**src/rtl/rtc_pkg.sv**
```systemverilog
package rtc_pkg;

  localparam int ADDR_W = 3;
  localparam int DATA_W = 16;

  typedef enum logic [ADDR_W-1:0] {
    REG_SEC     = 3'd0,
    REG_MIN     = 3'd1,
    REG_HOUR    = 3'd2,
    REG_DAY     = 3'd3,
    REG_ALM_MIN = 3'd4,
    REG_ALM_HR  = 3'd5,
    REG_CTRL    = 3'd6,
    REG_FLAGS   = 3'd7
  } rtc_reg_e;

  typedef enum logic [1:0] {
    PER_OFF = 2'd0,
    PER_SEC = 2'd1,
    PER_MIN = 2'd2,
    PER_DAY = 2'd3
  } per_sel_e;

  localparam int FLAG_PER = 0;
  localparam int FLAG_ALM = 1;
  localparam int N_FLAGS  = 2;

endpackage

```
**src/rtl/rtc_prescaler.sv**
```systemverilog
module rtc_prescaler #(
  parameter int PRE_W = 15
) (
  input  logic clk,
  input  logic rst,
  input  logic sub_tick,
  input  logic clear,
  output logic sec_tick
);

  localparam logic [PRE_W-1:0] PRE_LAST = '1;

  logic [PRE_W-1:0] pre_q;

  assign sec_tick = sub_tick && !clear && (pre_q == PRE_LAST);

  always_ff @(posedge clk) begin
    if (rst || clear) begin
      pre_q <= '0;
    end else if (sub_tick) begin
      pre_q <= pre_q + 1'b1;
    end
  end


  pre_idle_hold_chk: assert property (@(posedge clk) disable iff (rst)
    (!sub_tick && !clear) |=> $stable(pre_q));


  pre_restart_chk: assert property (@(posedge clk) disable iff (rst)
    clear |=> (pre_q == '0));

endmodule

```
**src/rtl/rtc_field.sv**
```systemverilog
module rtc_field #(
  parameter int W    = 6,
  parameter int LAST = 59
) (
  input  logic         clk,
  input  logic         rst,
  input  logic         inc,
  input  logic         ld,
  input  logic [W-1:0] ld_val,
  output logic [W-1:0] cnt,
  output logic         carry
);

  localparam logic [W-1:0] LAST_V = W'(LAST);

  logic [W-1:0] cnt_q;

  assign cnt   = cnt_q;
  assign carry = inc && (cnt_q >= LAST_V);

  always_ff @(posedge clk) begin
    if (rst) begin
      cnt_q <= '0;
    end else if (ld) begin
      cnt_q <= ld_val;
    end else if (inc) begin
      cnt_q <= carry ? '0 : cnt_q + 1'b1;
    end
  end


  field_wrap_chk: assert property (@(posedge clk) disable iff (rst)
    (inc && !ld && cnt_q >= LAST_V) |=> (cnt_q == '0));


  field_load_chk: assert property (@(posedge clk) disable iff (rst)
    ld |=> (cnt_q == $past(ld_val)));

endmodule

```
**src/rtl/rtc_irq_flags.sv**
```systemverilog
module rtc_irq_flags #(
  parameter int N = 2
) (
  input  logic         clk,
  input  logic         rst,
  input  logic [N-1:0] set,
  input  logic [N-1:0] clr,
  output logic [N-1:0] flags
);

  logic [N-1:0] flag_q;

  assign flags = flag_q;

  for (genvar i = 0; i < N; i++) begin : g_flag
    always_ff @(posedge clk) begin
      if (rst) begin
        flag_q[i] <= 1'b0;
      end else if (set[i]) begin
        flag_q[i] <= 1'b1;
      end else if (clr[i]) begin
        flag_q[i] <= 1'b0;
      end
    end


    flag_set_wins_chk: assert property (@(posedge clk) disable iff (rst)
      set[i] |=> flag_q[i]);


    flag_w1c_chk: assert property (@(posedge clk) disable iff (rst)
      (clr[i] && !set[i]) |=> !flag_q[i]);


    flag_sticky_chk: assert property (@(posedge clk) disable iff (rst)
      (flag_q[i] && !clr[i]) |=> flag_q[i]);
  end

endmodule

```
**src/rtl/rtc_alarm_top.sv**
```systemverilog
module rtc_alarm_top
  import rtc_pkg::*;
#(
  parameter int PRE_W = 15,
  parameter int SEC_W = 6,
  parameter int HR_W  = 5
) (
  input  logic              clk,
  input  logic              rst,
  input  logic              sub_tick,
  input  logic              wr_en,
  input  logic              rd_en,
  input  logic [ADDR_W-1:0] addr,
  input  logic [DATA_W-1:0] wdata,
  output logic [DATA_W-1:0] rdata,
  output logic              irq_periodic,
  output logic              irq_alarm
);

  localparam int DAY_W = DATA_W;

  rtc_reg_e reg_sel;
  assign reg_sel = rtc_reg_e'(addr);

  // write decode
  logic wr_sec, wr_min, wr_hr, wr_day, wr_time;
  assign wr_sec  = wr_en && (reg_sel == REG_SEC);
  assign wr_min  = wr_en && (reg_sel == REG_MIN);
  assign wr_hr   = wr_en && (reg_sel == REG_HOUR);
  assign wr_day  = wr_en && (reg_sel == REG_DAY);
  assign wr_time = wr_sec || wr_min || wr_hr || wr_day;

  // time chain
  logic             sec_tick;
  logic [SEC_W-1:0] sec_q, min_q;
  logic [HR_W-1:0]  hr_q;
  logic [DAY_W-1:0] day_q;
  logic             sec_c, min_c, hr_c;

  rtc_prescaler #(.PRE_W(PRE_W)) u_pre (
    .clk      (clk),
    .rst      (rst),
    .sub_tick (sub_tick),
    .clear    (wr_time),
    .sec_tick (sec_tick)
  );

  rtc_field #(.W(SEC_W), .LAST(59)) u_sec (
    .clk    (clk),
    .rst    (rst),
    .inc    (sec_tick),
    .ld     (wr_sec),
    .ld_val (wdata[SEC_W-1:0]),
    .cnt    (sec_q),
    .carry  (sec_c)
  );

  rtc_field #(.W(SEC_W), .LAST(59)) u_min (
    .clk    (clk),
    .rst    (rst),
    .inc    (sec_c),
    .ld     (wr_min),
    .ld_val (wdata[SEC_W-1:0]),
    .cnt    (min_q),
    .carry  (min_c)
  );

  rtc_field #(.W(HR_W), .LAST(23)) u_hr (
    .clk    (clk),
    .rst    (rst),
    .inc    (min_c),
    .ld     (wr_hr),
    .ld_val (wdata[HR_W-1:0]),
    .cnt    (hr_q),
    .carry  (hr_c)
  );

  always_ff @(posedge clk) begin
    if (rst) begin
      day_q <= '0;
    end else if (wr_day) begin
      day_q <= wdata[DAY_W-1:0];
    end else if (hr_c) begin
      day_q <= day_q + 1'b1;
    end
  end

  // configuration registers
  logic [SEC_W-1:0] alm_min_q;
  logic [HR_W-1:0]  alm_hr_q;
  per_sel_e         per_sel_q;
  logic             alm_en_q;

  always_ff @(posedge clk) begin
    if (rst) begin
      alm_min_q <= '0;
      alm_hr_q  <= '0;
      per_sel_q <= PER_OFF;
      alm_en_q  <= 1'b0;
    end else if (wr_en) begin
      case (reg_sel)
        REG_ALM_MIN: alm_min_q <= wdata[SEC_W-1:0];
        REG_ALM_HR:  alm_hr_q  <= wdata[HR_W-1:0];
        REG_CTRL: begin
          per_sel_q <= per_sel_e'(wdata[1:0]);
          alm_en_q  <= wdata[2];
        end
        default: ;
      endcase
    end
  end

  // interrupt events
  logic min_step_q;
  always_ff @(posedge clk) begin
    if (rst) min_step_q <= 1'b0;
    else     min_step_q <= sec_c;
  end

  logic alm_hit;
  assign alm_hit = min_step_q && alm_en_q &&
                   (min_q == alm_min_q) && (hr_q == alm_hr_q);

  logic per_hit;
  always_comb begin
    case (per_sel_q)
      PER_SEC: per_hit = sec_tick;
      PER_MIN: per_hit = sec_c;
      PER_DAY: per_hit = hr_c;
      default: per_hit = 1'b0;
    endcase
  end

  logic [N_FLAGS-1:0] flag_set, flag_clr, flags;
  always_comb begin
    flag_set           = '0;
    flag_set[FLAG_PER] = per_hit;
    flag_set[FLAG_ALM] = alm_hit;
    flag_clr           = (wr_en && reg_sel == REG_FLAGS) ? wdata[N_FLAGS-1:0] : '0;
  end

  rtc_irq_flags #(.N(N_FLAGS)) u_flags (
    .clk   (clk),
    .rst   (rst),
    .set   (flag_set),
    .clr   (flag_clr),
    .flags (flags)
  );

  assign irq_periodic = flags[FLAG_PER];
  assign irq_alarm    = flags[FLAG_ALM];

  // coherent read snapshot
  logic [SEC_W-1:0] snap_min_q;
  logic [HR_W-1:0]  snap_hr_q;
  logic [DAY_W-1:0] snap_day_q;
  logic [DATA_W-1:0] rdata_q;

  always_ff @(posedge clk) begin
    if (rst) begin
      snap_min_q <= '0;
      snap_hr_q  <= '0;
      snap_day_q <= '0;
    end else if (rd_en && reg_sel == REG_SEC) begin
      snap_min_q <= min_q;
      snap_hr_q  <= hr_q;
      snap_day_q <= day_q;
    end
  end

  always_ff @(posedge clk) begin
    if (rst) begin
      rdata_q <= '0;
    end else if (rd_en) begin
      case (reg_sel)
        REG_SEC:     rdata_q <= DATA_W'(sec_q);
        REG_MIN:     rdata_q <= DATA_W'(snap_min_q);
        REG_HOUR:    rdata_q <= DATA_W'(snap_hr_q);
        REG_DAY:     rdata_q <= DATA_W'(snap_day_q);
        REG_ALM_MIN: rdata_q <= DATA_W'(alm_min_q);
        REG_ALM_HR:  rdata_q <= DATA_W'(alm_hr_q);
        REG_CTRL:    rdata_q <= DATA_W'({alm_en_q, per_sel_q});
        default:     rdata_q <= DATA_W'(flags);
      endcase
    end
  end

  assign rdata = rdata_q;


  no_tick_after_write_chk: assert property (@(posedge clk) disable iff (rst)
    wr_time |=> !sec_tick);


  day_step_chk: assert property (@(posedge clk) disable iff (rst)
    (hr_c && !wr_day) |=> (day_q == $past(day_q) + 1'b1));


  per_needs_sel_chk: assert property (@(posedge clk) disable iff (rst)
    $rose(irq_periodic) |-> ($past(per_sel_q) != PER_OFF));


  alm_needs_en_chk: assert property (@(posedge clk) disable iff (rst)
    $rose(irq_alarm) |-> $past(alm_en_q));


  alm_on_step_chk: assert property (@(posedge clk) disable iff (rst)
    $rose(irq_alarm) |-> $past(min_step_q));

endmodule

```
**config.mk**
```make
export PLATFORM = sky130hd
export DESIGN_NAME = rtc_alarm_top
export DESIGN_NICKNAME = d
export VERILOG_FILES = /design/src/rtl/rtc_pkg.sv /design/src/rtl/rtc_prescaler.sv /design/src/rtl/rtc_field.sv /design/src/rtl/rtc_irq_flags.sv /design/src/rtl/rtc_alarm_top.sv
export SDC_FILE = /design/constraint.sdc
export NUM_CORES = 1
export LEC_CHECK = 0
export ABC_CLOCK_PERIOD_IN_PS = 3030
export CAP_MARGIN = 20
export CORE_MARGIN = 2
export CORE_UTILIZATION = 58
export DETAILED_ROUTE_END_ITERATION = 8
export PLACE_DENSITY = 0.79
export SLEW_MARGIN = 10
export SYNTH_ARGS = -nofsm -noshare
export SYNTH_HDL_FRONTEND = slang
export SYNTH_SLANG_ARGS = --single-unit
```
**constraint.sdc**
```tcl
create_clock -name clk -period 3.03 [get_ports clk]
set_input_delay 0.606 -clock clk [delete_from_list [all_inputs] [get_ports clk]]
set_output_delay 0.606 -clock clk [all_outputs]
set_load 0.01 [all_outputs]
```
# Word-level counts from Yosys, hierarchy flattened
# Cells that the tools add are included.
dict set report totals {
  ff_bits 108
  wordCells 84
}
dict set report classes {
  n_addsub 5
  n_lt_le_gt_ge 3
  eq_ne 13
  mux 18
  n_reduce_logical 29
}
# operator count
set ops {}
lappend ops {{case mux 16 bit (7 select lines)} 1}
lappend ops {{two-way mux 6 bit} 6}
lappend ops {{two-way mux 16 bit} 2}
lappend ops {{adder 16 x 1 -> 16 bit (second input constant)} 1}
lappend ops {{adder 15 x 1 -> 15 bit (second input constant)} 1}
lappend ops {{equality test 15 bit (second input constant)} 1}
lappend ops {{two-way mux 5 bit} 3}
lappend ops {{logical AND 1 bit} 14}
lappend ops {{adder 6 x 1 -> 6 bit (second input constant)} 2}
lappend ops {{equality test 3 bit (second input constant)} 4}
lappend ops {{greater-or-equal comparator 6 bit (second input constant)} 2}
lappend ops {{nonzero test 2 bit} 6}
lappend ops {{equality test 3 x 2 -> 1 bit (second input constant)} 2}
lappend ops {{equality test 6 bit} 1}
lappend ops {{AND reduction 2 bit} 3}
lappend ops {{adder 5 x 1 -> 5 bit (second input constant)} 1}
lappend ops {{equality test 5 bit} 1}
lappend ops {{greater-or-equal comparator 5 bit (second input constant)} 1}
lappend ops {{equality test 2 bit (second input constant)} 2}
lappend ops {{logical OR 1 bit} 4}
lappend ops {{two-way mux 1 bit} 4}
lappend ops {{equality test 3 x 1 -> 1 bit (second input constant)} 1}
lappend ops {{logical NOT 3 bit} 1}
lappend ops {{case mux 1 bit (3 select lines)} 1}
lappend ops {{3 further kinds} 3}

# Logic depth before layout (Yosys ltp)
# Gate-level depths: netlist of the first run.
dict set report depth {
  ltp_word 14
  depth_mapped 8
}

# By module
# From an unflattened synthesis of the first run, not the netlist that was laid out.
dict set report unflattened {
  hier_cells 637
  hier_area_um2 5315.1
}
# mod n_inst cells_per_inst area_per_inst_um2
set modules_own_cells {}
lappend modules_own_cells {rtc_alarm_top 1 414 3442.1}
lappend modules_own_cells {{rtc_field at u_min ...} 2 47 379.1}
lappend modules_own_cells {rtc_prescaler 1 81 705.7}
lappend modules_own_cells {{rtc_field at u_hr} 1 40 339.1}
lappend modules_own_cells {rtc_irq_flags 1 8 70.1}

# Least setup slack after synthesis of the first run
# Ideal clock, no wire load.
dict set report synth_path {
  kind {input to register}
  start {in addr[2]}
  end {reg day_q[15]}
  setup_time_ns 0.091
  t_arrival_ns 2.562
  required_time_ns 2.939
  slack_ns 0.377
  path_stages 8
  n_path_buf 3
  path_cell_list {buf_4 -> nand2b_1 -> buf_2 -> nand3_1 -> or4_1 -> buf_2 -> or4_1 -> a311oi_1}
}
dict set report synth_between {
  elab_chain_cells 12
  word_cells_on_any_way 19
}
# item line
set synth_lines {}
lappend synth_lines {{start, declared} rtc_alarm_top.sv:13} ;# input logic [ADDR_W-1:0] addr,
lappend synth_lines {{equality test 3 x 1 -> 1 bit / logical NOT 3 bit (equally long branches)} {rtc_alarm_top.sv:28, rtc_alarm_top.sv:27}}
lappend synth_lines {{logical AND 1 bit, on equally long branches} {rtc_alarm_top.sv:28, rtc_alarm_top.sv:27}}
lappend synth_lines {{logical OR 1 bit (3 in a row)} rtc_alarm_top.sv:31} ;# assign wr_time = wr_sec || wr_min || wr_hr || wr_day;
lappend synth_lines {{logical NOT 1 bit} rtc_prescaler.sv:15} ;# assign sec_tick = sub_tick && !clear && (pre_q == PRE_LAST);
lappend synth_lines {{logical AND 1 bit (2 in a row)} rtc_prescaler.sv:15}
lappend synth_lines {{logical AND 1 bit (3 in a row)} rtc_field.sv:19} ;# assign carry = inc && (cnt_q >= LAST_V);
lappend synth_lines {{nonzero test 2 bit (no source line)} n/a}
lappend synth_lines {{end signal, assigned} rtc_alarm_top.sv:82} ;# day_q <= wdata[DAY_W-1:0];
lappend synth_lines {{end signal, assigned} rtc_alarm_top.sv:84} ;# day_q <= day_q + 1'b1;
lappend synth_lines {{end, declared} rtc_alarm_top.sv:37} ;# logic [DAY_W-1:0] day_q;
# Several ways; a longest one is shown, not always the timed one.
# A chain may end at the register's enable or synchronous reset.

# Final worst setup path of the first run
dict set report layout_path {
  start {reg u_min.cnt_q[0] (netlist: u_min.cnt[0])}
  end {reg day_q[10]}
}
dict set report layout_between {
  elab_chain_cells 4
}
# item line
set layout_lines {}
lappend layout_lines {{start, declared} rtc_field.sv:16} ;# logic [W-1:0] cnt_q;
lappend layout_lines {{start signal, assigned} rtc_field.sv:25} ;# cnt_q <= ld_val;
lappend layout_lines {{start signal, assigned} rtc_field.sv:27} ;# cnt_q <= carry ? '0 : cnt_q + 1'b1;
lappend layout_lines {{greater-or-equal comparator 6 bit} rtc_field.sv:19}
lappend layout_lines {{logical AND 1 bit (2 in a row)} rtc_field.sv:19}
lappend layout_lines {{nonzero test 2 bit (no source line)} n/a}
# No other way between the ends.

==> results of run 1 <==
[cell type report]
class	instances	area share, %
Multi-Input combinational cell	491	48.01
Sequential cell	108	34.78
Timing Repair Buffer	72	10.47
Tap cell	111	2.234
Clock inverter	7	2.093
Clock buffer	9	1.993
Inverter	7	0.4227
[critical path: cells and delay by family, from the launching register on]
kind	cells	cell delay, ps
and+or+nand+nor	3	1270
buffers and inverters	1	180
AOI/OAI and AO/OA	2	440
adders and majority gates	1	380
DFF	1	470
[cell families (layout without fill, tap and decap cells)]
family	count (synthesis)	after routing	synth area share, %
AO/OA/AOI/OAI	135	135	16.31
XOR/XNOR	28	28	4.568
adder cells (fa/ha/maj)	5	5	1.165
buffers and inverters	56	95	4.241
flip-flops	108	108	40.27
multiplexers	28	28	6.176
AND/OR/NAND/NOR	295	295	27.27
[per-stage QoR]
| stage | cell area (µm²) | hold WS (ps) |
|---|---|---|
| after CTS | 6216 | 460.6 |
| final | 6216 | 460.6 |
| after detailed placement | 5962 | 446.3 |
| after floorplan | 5369 | 433.1 |
| after global routing | 6216 | 481.8 |
| after global placement | 5962 | 439.5 |
[where the power goes]
| part | leakage [nW] | switching (W) | internal [W] |
|---|---|---|---|
| registers | 0.873 | 0.0000260 | 0.00144 |
| clock network | 0.128 | 0.000534 | 0.000565 |
| logic | 1.19 | 0.000130 | 0.0000980 |
| total | 2.19 | 0.000691 | 0.00211 |
[sequential cells by signal (all words and copies together) (netlist names)]
signal         flops
day_q             16
per_sel_q          2
rdata             16
snap_hr_q          5
u_min.cnt          6
u_flags.flags      2
snap_min_q         6
u_hr.cnt           5
u_sec.cnt          6
snap_day_q        16
alm_en_q           1
alm_min_q          6
alm_hr_q           5
min_step_q         1
u_pre.pre_q       15
[synth_stat cells (3+ instances only)]
master / instances
dfxtp_1: 108
nand2_1: 84
nor2_1: 73
a21oi_1: 58
clkbuf_1: 36
mux2i_1: 23
nand3_1: 22
xor2_1: 16
a211oi_1: 15
nor2b_1: 15
nand4_1: 14
nor4_1: 14
nor3_1: 13
o21ai_0: 12
xnor2_1: 12
and3_1: 11
or3_1: 11
a31oi_1: 8
a22oi_1: 7
and4_1: 7
buf_2: 7
inv_1: 7
a32oi_1: 6
and2_1: 6
ha_1: 5
nand2b_1: 5
a221oi_1: 4
mux4_2: 4
o21bai_1: 4
a311oi_1: 3
buf_1: 3
nand3b_1: 3
nor3b_1: 3
o221ai_1: 3
or4_1: 3
[per-layer routing]
| layer | vias up | share of wire, % | GRT usage (%) |
|---|---|---|---|
| met4 | 0 | 2.9 | 12.64 |
| met3 | 50 | 7.1 | 5.571 |
| met5 | - | 0 | 0 |
| met1 | 2393 | 43 | 37.34 |
| met2 | 219 | 47 | 45.38 |
| li1 | 2421 | - | - |
[worst min path at each step]
stage | startpoint | end | slack [ps] | depth (start not counted)
after floorplan | snap_hr_q[0]$_SDFFE_PP0P_ | snap_hr_q[0]$_SDFFE_PP0P_ | 430 | 2
after global placement | snap_min_q[1]$_SDFFE_PP0P_ | snap_min_q[1]$_SDFFE_PP0P_ | 440 | 2
after global routing | snap_day_q[8]$_SDFFE_PP0P_ | snap_day_q[8]$_SDFFE_PP0P_ | 480 | 2
final | snap_day_q[5]$_SDFFE_PP0P_ | snap_day_q[5]$_SDFFE_PP0P_ | 460 | 2
after detailed placement | snap_hr_q[0]$_SDFFE_PP0P_ | snap_hr_q[0]$_SDFFE_PP0P_ | 450 | 2
after CTS | snap_hr_q[1]$_SDFFE_PP0P_ | snap_hr_q[1]$_SDFFE_PP0P_ | 460 | 2
==> flow_summary.toml, run 1 <==
[synthesis]
synth_edf_count = 0
synth_area_per_cell_um2 = 8.197
async_reset_ff_share_pct = 0
synth.top_cell.area_share_pct = 40.27
synthCells = 655
netlist_area_um2 = 5369
yosys_most_used_dff = "dfxtp_1"
synth-seq-cells = 108
ys_top_cells_by_area = "dfxtp_1, nand2_1, a21oi_1, nor2_1, mux2i_1"
ys_seq_area_share_pct = 40.27
syn_nets = 684
ys_types = 56
synth_top_area_cell = "dfxtp_1"
synth_warnings = 0

[cts]
cts_setup_buffers = 0
ctsResizeCount = 0
insertion_delay_ps = 380
cts_max_level = 3
root_buffer = "clkbuf_8"
cts.clk_slew.worst_paths_ps = 110
clock_sinks = 108
clk_path_buf_depth = 2
cts_made_buffers = 9
cts_hold_buf = 0
cts_tree = "yes"

[sta]
fin_crit_ps = 2833
hold_viol_final = 0
tns_ps = 0
clock-skew-final_ps = 15.79
min_period_over_period_pct = 93.49
tightest_slew_ps = 870.0
setup_viol = 0
max_freq_mhz = 353.0
slew_violations = 0
maxSlewHeadroom_pct = 42.00
layout_setup_ws_ps = 197.3
rsz0062_at_grt = "no"

[cells_and_area]
final_common_cell = "dfxtp_1"
drive_gt1_share_pct = 8.501
fin_nets = 718
fin_util_pct = 68.24
syn_to_final_growth_pct = 15.78
final_cell_mix = "dfxtp_1, nand2_1, nor2_1, a21oi_1, clkdlybuf4s50_1"
diodes = 0
nFillCells = 763
multiInputGateArea_um2 = 2984
register_area_um2 = 2162
final_cells = 805

[global_route]
grt_overflow = 0
antenna_found_initial = 0
grtUsageTotal_pct = 28.40
grt_pass1_wl_um = 22940
grt_pass1_vias = 4756
grt_max_degree = 55

[routing]
wire_per_inst_um = 17.52
avgViaCountPerCell = 6.314
dr_total_vias = 5083
firstDrtPassIters = 7
drc = 0
finalWirelength_um = 14100
drt_iter0_drc = 338
ant_nets = 0

[setup_path]
crit_slowest_cell = "dfxtp_1"
crit_start = "u_min.cnt[0]$_SDFFE_PP0P_"
regToRegEndpoint = "day_q[10]$_SDFFE_PP0P_"
cp_max_fo = 7
crit_arrival_ps = 3130
worstSetupEndpoint = "day_q[10]$_SDFFE_PP0P_"
crit_chain = "ha_1, o2111ai_2, or3_4, or4_1, buf_4, or3_1, a311oi_1"
reg2reg_slack_ps = 200
startpoint_type = "register"
r2r-start = "u_min.cnt[0]$_SDFFE_PP0P_"
crit_path_end_kind = "register"
max_stage_delay_ps = 470
path_class = "register to register"
critPathRequiredTime_ps = 3330
ff2ff_path_depth = 7

[placed_design]
gp_congestion = 0.9141
placedCellCount = 789
dp_hpwl_um = 9903
port-buffer-count = 41
post-place-ws_ps = 135.3

[power_and_ir_drop]
power_density_nw_per_um2 = 449.9
p_leak_nw = 2.187
total_power_w = 0.002797
ir_worst_vdd_mv = 0.3100

[floorplan]
die-area_um2 = 10040
boundaryPins = 42
initial_utilization_pct = 58.94
die_w_um = 100.2
num_rows = 35
core_area_um2 = 9109
fp.dieH_um = 100.2

[status]
status = "finished, final reports clean"

[flow_run]
maxCapViolCount = 0

[hold_path]
hold_class = "register to register"
Power figures use the tool's default switching activity.
==> inputs of run 2 (changes only) <==
PLACE_DENSITY = 0.83   (was 0.79)
SETUP_SLACK_MARGIN = 0.15   (was default)
==> flow_summary.toml, run 2 (synthesis gave the netlist of run 1 again) <==
[status]
status = "finished, final reports clean"

[placed_design]
gp_congestion = 0.9573
placedCellCount = 786
dp_hpwl_um = 10060
place_area_um2 = 5939
port-buffer-count = 41

[setup_path]
critPathRequiredTime_ps = 3340
cp_max_fo = 7
ff2ff_path_depth = 6
crit_start = "u_min.cnt[0]$_SDFFE_PP0P_"
reg2reg_slack_ps = 300
crit_path_end_kind = "register"
crit_arrival_ps = 3030
r2r-start = "u_min.cnt[0]$_SDFFE_PP0P_"
path_class = "register to register"
worstSetupEndpoint = "day_q[15]$_SDFFE_PP0P_"
startpoint_type = "register"
regToRegEndpoint = "day_q[15]$_SDFFE_PP0P_"

[floorplan]
boundaryPins = 42
die_w_um = 100.2
die-area_um2 = 10040
fp.dieH_um = 100.2
core_area_um2 = 9109
initial_utilization_pct = 58.94
num_rows = 35

[global_route]
antenna_found_initial = 0
grt_pass1_wl_um = 23150
grt_pass1_vias = 4793
grt_overflow = 0
grtUsageTotal_pct = 28.65
grt_max_degree = 70

[cells_and_area]
final_cell_mix = "dfxtp_1, nand2_1, nor2_1, a21oi_1, clkdlybuf4s50_1"
fin_nets = 715
drive_gt1_share_pct = 8.538
final_common_cell = "dfxtp_1"
final_area_um2 = 6158
nFillCells = 760
final_cells = 802
diodes = 0
syn_to_final_growth_pct = 14.71

[sta]
clock-skew-final_ps = 14.66
tns_ps = 0
setup_viol = 0
maxSlewHeadroom_pct = 41.28
slew_violations = 0
tightest_slew_ps = 880.8
hold_viol_final = 0
rsz0062_at_grt = "no"
fin_crit_ps = 2727
min_period_over_period_pct = 90.00
max_freq_mhz = 366.7

[hold_path]
min-delay-start = "snap_hr_q[1]$_SDFFE_PP0P_"
hold_class = "register to register"
min_path_cells = 2

[cts]
cts.clk_slew.worst_paths_ps = 120
clock_sinks = 108
ctsResizeCount = 0
clk_path_buf_depth = 2
cts_made_buffers = 9
root_buffer = "clkbuf_8"
cts_max_level = 3
cts_setup_buffers = 0
insertion_delay_ps = 380
cts_hold_buf = 0
cts_tree = "yes"

[routing]
dr_total_vias = 5094
firstDrtPassIters = 5
finalWirelength_um = 14170
avgViaCountPerCell = 6.352
ant_nets = 0
drc = 0
drt_iter0_drc = 498
wire_per_inst_um = 17.67

[power_and_ir_drop]
power_density_nw_per_um2 = 429.7
total_power_w = 0.002646
ir_worst_vdd_mv = 0.3820
p_leak_nw = 2.150

[flow_run]
maxCapViolCount = 0
[run 2: changes by cell type in the layout (fill, tap and decap cells not counted), sizes merged]
cell and delta:
inv +1, clkinv +1, bufinv -2, buf -3
[run 2: worst max-delay path: stages (launching register included)]
cell and delay, ps:
dfxtp_2 440, ha_2 310, o2111ai_2 180, or3_4 480, or4_1 450, or4_1 540
a311oi_1 260
[run 2: worst min-delay path by stage]
stage	slack (ps)	endpoint
2_1_floorplan	430	snap_hr_q[0]$_SDFFE_PP0P_
3_3_place_gp	440	snap_hr_q[0]$_SDFFE_PP0P_
3_5_place_dp	440	snap_hr_q[1]$_SDFFE_PP0P_
4_1_cts	460	snap_hr_q[1]$_SDFFE_PP0P_
5_1_grt	480	snap_hr_q[1]$_SDFFE_PP0P_
6_report	460	snap_hr_q[1]$_SDFFE_PP0P_
[run 2: stage by stage]
| step | setup slack (ps) | utilization, % | hold WS [ps] |
|---|---|---|---|
| after global routing | 230.0 | 67.61 | 477.7 |
| after detailed placement | 118.6 | 65.21 | 443.6 |
| after floorplan | 377.0 | - | 433.1 |
| after global placement | 191.4 | 65.21 | 439.7 |
| after CTS | 168.0 | 67.55 | 459.0 |
| final | 302.9 | 67.61 | 462.5 |
[run 2: final cells by class]
cell class,count,area [µm²],area share (%)
multi-input combinational,491,2987,48.50
sequential,108,2165,35.15
timing repair buffer,69,628.1,10.20
tap,111,138.9,2.255
clock buffer,9,123.9,2.011
clock inverter,7,90.09,1.463
inverter,7,26.28,0.4267
[run 2: report_power, final]
| group | total (W) | leakage, nW | switching (W) | internal (W) |
|---|---|---|---|---|
| logic | 0.000220 | 1.17 | 0.000124 | 0.0000958 |
| clock network | 0.000952 | 0.110 | 0.000546 | 0.000406 |
| registers | 0.00147 | 0.874 | 0.0000308 | 0.00144 |
[run 2: routing by layer]
metal	vias to the layer above	global-route usage, %	share of wire, %
met3	23	4.805	6.4
met2	233	48.63	49
met1	2434	37.31	42
li1	2404	-	-
met5	-	0	0
met4	0	9.062	1.7
